### src/rtl/asr_pkg.sv
// Shared types for the auto-restart supervisor.
package asr_pkg;
    // Mode code; the values are visible on mode_o.
    typedef enum logic [1:0] {
        MODE_BOOT  = 2'b00,
        MODE_RUN   = 2'b01,
        MODE_RETRY = 2'b10,
        MODE_HALT  = 2'b11
    } asr_mode_e;

    // Index of each flag in the synchronizer bank.
    localparam int FLAG_HI   = 0;
    localparam int FLAG_LO   = 1;
    localparam int FLAG_POR  = 2;
    localparam int FLAG_HOT  = 3;
    localparam int NUM_FLAGS = 4;
endpackage

### src/rtl/asr_sync.sv
// Brings one asynchronous comparator flag into the clock domain.
// Produces its level and a one-cycle pulse on each rising edge.
// Assumes STAGES >= 2. The output is low during reset.
module asr_sync #(
    parameter int STAGES = 2
) (
    input  logic clk,
    input  logic rst_n,
    input  logic raw,
    output logic lvl,
    output logic rise
);
    logic [STAGES-1:0] chain;
    logic              prev;

    // Shift the raw flag through the synchronizer chain.
    always_ff @(posedge clk) begin
        if (!rst_n) chain <= '0;
        else        chain <= {chain[STAGES-2:0], raw};
    end

    // Remember the last synchronized level for edge detection.
    always_ff @(posedge clk) begin
        if (!rst_n) prev <= 1'b0;
        else        prev <= chain[STAGES-1];
    end

    assign lvl  = chain[STAGES-1];
    assign rise = chain[STAGES-1] & ~prev;
endmodule

### src/rtl/asr_cycle_cnt.sv
// Counts recharge cycles during auto-restart.
// last is high on the final count of the divide ratio.
// Assumes the controller clears the count or steps past last to wrap it.
module asr_cycle_cnt #(
    parameter int DIV = 8
) (
    input  logic clk,
    input  logic rst_n,
    input  logic clr,
    input  logic step,
    output logic last
);
    localparam int W = (DIV > 1) ? $clog2(DIV) : 1;
    localparam logic [W-1:0] TOP = W'(DIV - 1);

    logic [W-1:0] cnt;

    // Step the count, wrapping after the last value; clear has priority.
    always_ff @(posedge clk) begin
        if (!rst_n || clr)  cnt <= '0;
        else if (step)      cnt <= (cnt == TOP) ? '0 : cnt + 1'b1;
    end

    assign last = (cnt == TOP);
endmodule

### src/rtl/asr_ctrl.sv
// Mode controller: start-up, normal switching, auto-restart and thermal latch.
// Assumes the inputs are already synchronized.
// Power-up reset outranks over-temperature, which outranks threshold edges.
module asr_ctrl
    import asr_pkg::*;
(
    input  logic      clk,
    input  logic      rst_n,
    input  logic      hi_rise,
    input  logic      lo_rise,
    input  logic      por_lvl,
    input  logic      hot_lvl,
    input  logic      cnt_last,
    output logic      cnt_step,
    output logic      cnt_clr,
    output logic      bias_en,
    output logic      sw_en,
    output logic      standby,
    output logic [1:0] mode
);
    asr_mode_e state, state_nx;
    logic      charging;

    // Next-mode decision.
    always_comb begin
        state_nx = state;
        if (por_lvl) begin
            state_nx = MODE_BOOT;
        end else begin
            case (state)
                MODE_BOOT:  if (hot_lvl) state_nx = MODE_HALT;
                            else if (hi_rise) state_nx = MODE_RUN;
                MODE_RUN:   if (hot_lvl) state_nx = MODE_HALT;
                            else if (lo_rise) state_nx = MODE_RETRY;
                MODE_RETRY: if (hot_lvl) state_nx = MODE_HALT;
                            else if (hi_rise && cnt_last) state_nx = MODE_RUN;
                default:    state_nx = MODE_HALT;
            endcase
        end
    end

    // Mode register.
    always_ff @(posedge clk) begin
        if (!rst_n) state <= MODE_BOOT;
        else        state <= state_nx;
    end

    // Hysteretic charge flag: on at the lower edge, off at the upper edge.
    always_ff @(posedge clk) begin
        if (!rst_n || por_lvl) charging <= 1'b1;
        else if (lo_rise)      charging <= 1'b1;
        else if (hi_rise)      charging <= 1'b0;
    end

    // Counter control: one step per completed recharge in auto-restart.
    always_comb begin
        cnt_step = (state == MODE_RETRY) && hi_rise && !por_lvl && !hot_lvl;
        cnt_clr  = por_lvl;
    end

    // Output decode.
    always_comb begin
        sw_en   = (state == MODE_RUN);
        standby = (state == MODE_RETRY) || (state == MODE_HALT);
        case (state)
            MODE_BOOT: bias_en = 1'b1;
            MODE_RUN:  bias_en = 1'b0;
            default:   bias_en = charging;
        endcase
        mode = state;
    end
endmodule

### src/rtl/asr_supervisor.sv
// Top of the auto-restart supervisor.
// Synchronizes the four supply-pin and temperature flags, counts recharge
// cycles, and drives the bias, switch and status outputs.
// Assumes the flags come from free-running analog comparators.
module asr_supervisor
    import asr_pkg::*;
#(
    parameter int SYNC_STAGES = 2,
    parameter int RESTART_DIV = 8
) (
    input  logic       clk,
    input  logic       rst_n,
    input  logic       vc_hi_i,
    input  logic       vc_lo_i,
    input  logic       vc_por_i,
    input  logic       hot_i,
    output logic       bias_en_o,
    output logic       sw_en_o,
    output logic       standby_o,
    output logic [1:0] mode_o
);
    logic [NUM_FLAGS-1:0] raw_flags, flag_lvl, flag_rise;
    logic hi_rise, lo_rise, por_lvl, ot_lvl;
    logic cnt_step, cnt_clr, cnt_last;

    assign raw_flags[FLAG_HI]  = vc_hi_i;
    assign raw_flags[FLAG_LO]  = vc_lo_i;
    assign raw_flags[FLAG_POR] = vc_por_i;
    assign raw_flags[FLAG_HOT] = hot_i;

    // One synchronizer per flag.
    for (genvar i = 0; i < NUM_FLAGS; i++) begin : g_sync
        asr_sync #(.STAGES(SYNC_STAGES)) u_sync (
            .clk  (clk),
            .rst_n(rst_n),
            .raw  (raw_flags[i]),
            .lvl  (flag_lvl[i]),
            .rise (flag_rise[i])
        );
    end

    assign hi_rise = flag_rise[FLAG_HI];
    assign lo_rise = flag_rise[FLAG_LO];
    assign por_lvl = flag_lvl[FLAG_POR];
    assign ot_lvl  = flag_lvl[FLAG_HOT];

    asr_cycle_cnt #(.DIV(RESTART_DIV)) u_cnt (
        .clk  (clk),
        .rst_n(rst_n),
        .clr  (cnt_clr),
        .step (cnt_step),
        .last (cnt_last)
    );

    asr_ctrl u_ctrl (
        .clk     (clk),
        .rst_n   (rst_n),
        .hi_rise (hi_rise),
        .lo_rise (lo_rise),
        .por_lvl (por_lvl),
        .hot_lvl (ot_lvl),
        .cnt_last(cnt_last),
        .cnt_step(cnt_step),
        .cnt_clr (cnt_clr),
        .bias_en (bias_en_o),
        .sw_en   (sw_en_o),
        .standby (standby_o),
        .mode    (mode_o)
    );
endmodule

### config.mk
export PLATFORM = sky130hd
export DESIGN_NAME = asr_supervisor
export DESIGN_NICKNAME = d
export VERILOG_FILES = /design/src/rtl/asr_pkg.sv /design/src/rtl/asr_sync.sv /design/src/rtl/asr_cycle_cnt.sv /design/src/rtl/asr_ctrl.sv /design/src/rtl/asr_supervisor.sv
export SDC_FILE = /design/constraint.sdc
export NUM_CORES = 1
export LEC_CHECK = 0
export BUFFER_PORTS_ARGS = -buffer_cell sky130_fd_sc_hd__buf_2
export CORE_AREA = 2 2 39 41
export CTS_BUF_LIST = sky130_fd_sc_hd__clkbuf_2 sky130_fd_sc_hd__clkbuf_4 sky130_fd_sc_hd__clkbuf_8
export DETAILED_ROUTE_END_ITERATION = 10
export DIE_AREA = 0 0 41 43
export MAX_ROUTING_LAYER = met4
export PLACE_DENSITY = 0.75
export SLEW_MARGIN = 40
export SYNTH_ARGS = -nofsm -noshare
export SYNTH_HDL_FRONTEND = slang
export SYNTH_HIERARCHICAL = 1
export SYNTH_SLANG_ARGS = --single-unit
### constraint.sdc
create_clock -name clk -period 2.6 [get_ports clk]
set_clock_uncertainty 0.1 [all_clocks]
set_input_delay 0.13 -clock clk [delete_from_list [all_inputs] [get_ports clk]]
set_output_delay 0.13 -clock clk [all_outputs]
set_load 0.02 [all_outputs]
# Word-level counts from Yosys, hierarchy flattened
# Cells that the tools add are included.
# W data, S select, Z words.
[totals]
ff_bits = 16
mem_bits_ro = 0
in_bits = 6
output_inout_bits = 5
mem_bits_rw = 0
memories = 0
latch_bits = 0
elab_cells = 44
[op_classes]
bitwise_logic = 5
reduce_logical = 13
muxes = 9
magnitude_cmp = 0
div = 0
n_shift = 0
addsub = 1
multipliers = 0
eq_ne = 7
[ops]
columns = ["operator", "n"]
rows = [
  ["$mux W2", 6],
  ["$ne A3 B2 Y1 const B", 2],
  ["$pmux W2 S3", 1],
  ["$eq A2 B2 Y1 const B", 2],
  ["$logic_and A1 B1 Y1", 4],
  ["$reduce_or A2 Y1", 2],
  ["$add A3 B1 Y3 const B", 1],
  ["$eq A3 B3 Y1 const B", 1],
  ["$logic_not A1 Y1", 3],
  ["$mux W3", 1],
  ["$ne A3 B1 Y1 const B", 1],
  ["$not A1 Y1", 3],
  ["$reduce_and A3 Y1", 1],
  ["$and A1 B1 Y1", 2],
  ["$eq A2 B1 Y1 const B", 1],
  ["$logic_not A2 Y1", 1],
  ["$logic_or A1 B1 Y1", 2],
  ["$pmux W1 S2", 1],
]

# Longest topological paths before layout
[depth]
word_depth = 6
depth_mapped = 5
mapped_depth_nobuf = 5

# By module
# Netlist, hierarchy kept.
[modules_own_cells]
columns = ["mod", "seq_area_each_um2", "cells_per_inst", "area_per_inst_um2", "n_inst"]
rows = [
  ["asr_sync", 60.1, 7, 92.6, 4],
  ["asr_ctrl", 60.1, 20, 172.7, 1],
  ["asr_cycle_cnt", 60.1, 14, 147.6, 1],
]

# Worst setup path after synthesis
# No wires, ideal clock.
[synth_timing]
kind = "flip-flop to flip-flop"
from = "register u_ctrl.state[1], in the netlist u_ctrl/mode[1]"
to = "register u_cnt.cnt[0]"
n_path_buf = 0
required_ns = 2.434
path_stages_with_launch = 5
setup_time_ns = 0.066
setup_slack_ns = 0.992
period_less_slack_ns = 1.608
arrival_time_ns = 1.442
path_cell_list = "dfxtp_1 -> inv_1 -> nor3_1 -> or3b_1 -> a21oi_2"
[synth_via]
elab_chain_cells = 4
[synth_rtl]
columns = ["item", "line", "text"]
rows = [
  ["start, declared", "asr_ctrl.sv:21", "asr_mode_e state, state_nx;"],
  ["start signal, assigned", "asr_ctrl.sv:45", "else state <= state_nx;"],
  ["$eq A2 B2 Y1", "asr_ctrl.sv:57", "cnt_step = (state == MODE_RETRY) && hi_rise && !por_lvl && !hot_lvl;"],
  ["$logic_and A1 B1 Y1 (3 in series)", "asr_ctrl.sv:57", ""],
  ["via cnt_step", "asr_supervisor.sv:24", "logic cnt_step, cnt_clr, cnt_last;"],
  ["end signal, assigned", "asr_cycle_cnt.sv:21", "else if (step) cnt <= (cnt == TOP) ? '0 : cnt + 1'b1;"],
  ["end, declared", "asr_cycle_cnt.sv:16", "logic [W-1:0] cnt;"],
]
# The timed path passes the listed nets, and every way through them passes these cells.
# A chain may end at the register's enable or synchronous reset.

# Worst setup path in the final report
[layout_timing]
from = "register u_ctrl.state[0], in the netlist u_ctrl/mode[0]"
to = "register u_cnt.cnt[0]"
# Same word-level chain as after synthesis.

==> summary.txt <==
Clock network
  • Clock transition at path regs: about 0.080 ns
  • Htree depth: 1
  • CTS Buf Count: 3
  • Clk Latency, worst-skew pair: 0.28 ns
  • Clk buf depth: 2
  • CTS tree: yes
  • Post_cts resized: 0
  • Number of setup buffers added after CTS: 0
  • Root Buffer: clkbuf_4
  • Sink Count: 16

Finish
  • Syn-to-layout area delta: 19.9%
  • Filler Cell Count: 126
  • # diodes: 0
  • Nets: 81
  • Commonest non-fill, non-tap cell in the layout: dfxtp_1
  • Final instance area: 732 um^2
  • Most frequent cells in the layout: dfxtp_1 (16), and2_1 (10), buf_2 (10), dlygate4sd3_1 (4)
  • Layout cells sized above 1: 28.2%

Run
  • Max_cap viols: 0

Detailed routing
  • Routed WL: 844 um
  • Vias post-DR: 417
  • ANT nets after route: 0
  • Post-DR wirelength/cell: between 9 and 10 um
  • 1st-pass router iterations: 2
  • 1st-iter DRT viols: 3
  • Post-route DRC: 0
  • Via density per instance: about 4.8

STA
  • Pins Over Slew Limit: 0
  • Achievable Freq: 627 MHz
  • Slew headroom: 71.6%
  • Worst-Margin Slew: 0.422 ns
  • Final min period: 1.59 ns
  • Total negative slack: 0 ns
  • Endpoints failing setup: 0
  • Period utilization: approximately three fifths
  • Final hold vios: 0
  • Hold_ws: 0.0914 ns
  • RSZ-0062 raised after global routing: false

Worst hold path
  • WHS Endpoint: u_ctrl/mode[0]$_SDFFE_PP0P_
  • Hold path cells: 3
  • Hold WC Path Type: input port to register
  • HP Start: rst_n

Global route
  • GR Overflow Total: 0
  • Initial antenna violation count: 0
  • Tot GR Track Use: a little under an eighth
  • Vias in the first global route: approximately 360
  • Met1 usage: 11.6%
  • GR Layer Usage met2: 17.5%
  • Most Crowded Layer GR: met2
  • Met3 global-route usage: 3.14%
  • First-pass GRT wire length: 1280 um
  • Largest net degree at the start of global routing: 13

Placed design
  • GPL Wtd Cong: between 0.6 and 0.7
  • Placed Area: 669 um^2
  • Port bufs: 10
  • HPWL Detailed: 591 um

Die
  • Ports: 11
  • Die X: 41 um
  • Die area: about 1800 um^2
  • Row Count: 14
  • Initial core utilization: 44.1%
  • Chip height: 43 um
  • Core ar.: ~1400 um^2

Setup path
  • Max FO, Critical Path: 5
  • CP Class: register to register
  • R2r setup slk: 1.01 ns
  • Critical R2R Launch: u_ctrl/mode[0]$_SDFFE_PP0P_
  • Data required time at the worst endpoint: around 2.7 ns
  • Worst path cell trace: nor2_2 -> nand2_1 -> nor3_1 -> or3b_1 -> a21oi_2
  • Largest delay share family, worst path: simple AND/OR/NAND/NOR gates
  • FF-to-FF End: u_cnt/cnt[0]$_SDFFE_PP0P_
  • CP Capture Type: register
  • Worst r2r path cells: 5
  • Critical path's slowest cell: or3b_1
  • Worst Path Buf+Inv: 0
  • Max stage delay on crit path: 0.41 ns
  • CP startpoint kind: register
  • Critical Path AT: 1.71 ns

Pwr
  • VDD IR-drop max: about 270 uV
  • P_leak: 0.313 nW
  • Power Dens Cells: 582 nW/um^2

Yosys
  • Syn_nets: between 60 and 70
  • Mean Syn Cell Area: approximately 11 um^2
  • Synthesis Warnings: 6
  • Cell Area, Synth: slightly above 600 um^2
  • Syn Inst Count: 56

Outcome
  • Status: finished, final reports clean
[state kept, by name (all words and copies together) (netlist names)]
register	cells
g_sync.u_sync/chain	8
u_cnt/cnt	3
u_ctrl/mode	2
u_ctrl/charging	1
g_sync.u_sync/prev	2
[worst reg2reg max path: stages, from the launching register on]
cell	delay (ns)
dfxtp_1	0.34
nor2_2	0.17
nand2_1	0.07
nor3_1	0.34
or3b_1	0.41
a21oi_2	0.11
[per-stage QoR]
step	setup slack [ns]	utilization [%]	total power, mW	instances
after floorplan	0.992	-	0.292	56
after global placement	1.05	48.4	0.304	80
after detailed placement	1.02	48.4	0.305	80
after CTS	0.998	52.9	0.434	87
after global routing	0.901	52.9	0.445	87
final	1.01	52.9	0.426	87
[worst max-delay path by stage]
| stage | from | to | slack (ns) | cells past startpoint |
|---|---|---|---|---|
| floorplan | u_ctrl/mode[1]$_SDFFE_PP0P_ | u_cnt/cnt[0]$_SDFFE_PP0P_ | 0.99 | 4 |
| global placement | u_ctrl/mode[1]$_SDFFE_PP0P_ | u_cnt/cnt[0]$_SDFFE_PP0P_ | 1.05 | 4 |
| detailed placement | u_ctrl/mode[0]$_SDFFE_PP0P_ | u_cnt/cnt[0]$_SDFFE_PP0P_ | 1.02 | 5 |
| CTS | u_ctrl/mode[0]$_SDFFE_PP0P_ | u_cnt/cnt[0]$_SDFFE_PP0P_ | 1.0 | 5 |
| global route | u_ctrl/mode[0]$_SDFFE_PP0P_ | u_cnt/cnt[0]$_SDFFE_PP0P_ | 0.90 | 5 |
| finish | u_ctrl/mode[0]$_SDFFE_PP0P_ | u_cnt/cnt[0]$_SDFFE_PP0P_ | 1.01 | 5 |
[repair_timing]
item	in CTS	in global routing
setup endpoints to repair	0	0
hold endpoints to repair	4	0
hold buffers	4	0
[power by group]
part           switching, mW  internal, mW
Combinational         0.0218        0.0217
Clock                 0.0689        0.0537
Sequential           0.00542         0.254
[routing by layer]
metal | routed length, um | share of wire, % | vias up
met2 | 389 | 46 | 11
met3 | 43 | 5.1 | 2
met5 | 0 | 0 | -
met1 | 407 | 48 | 187
met4 | 4 | 0.47 | 0
li1 | - | - | 217
[final cells by class]
cell class                 count  area [um^2]  share of cell area [%]
sequential                    16          320                    43.8
multi-input combinational     36          272                    37.1
timing repair buffer          14         90.1                    12.3
clock buffer                   3         22.5                    3.08
tap                           16         20.0                    2.74
inverter                       2         7.51                    1.03
Power figures use the tool's default switching activity.
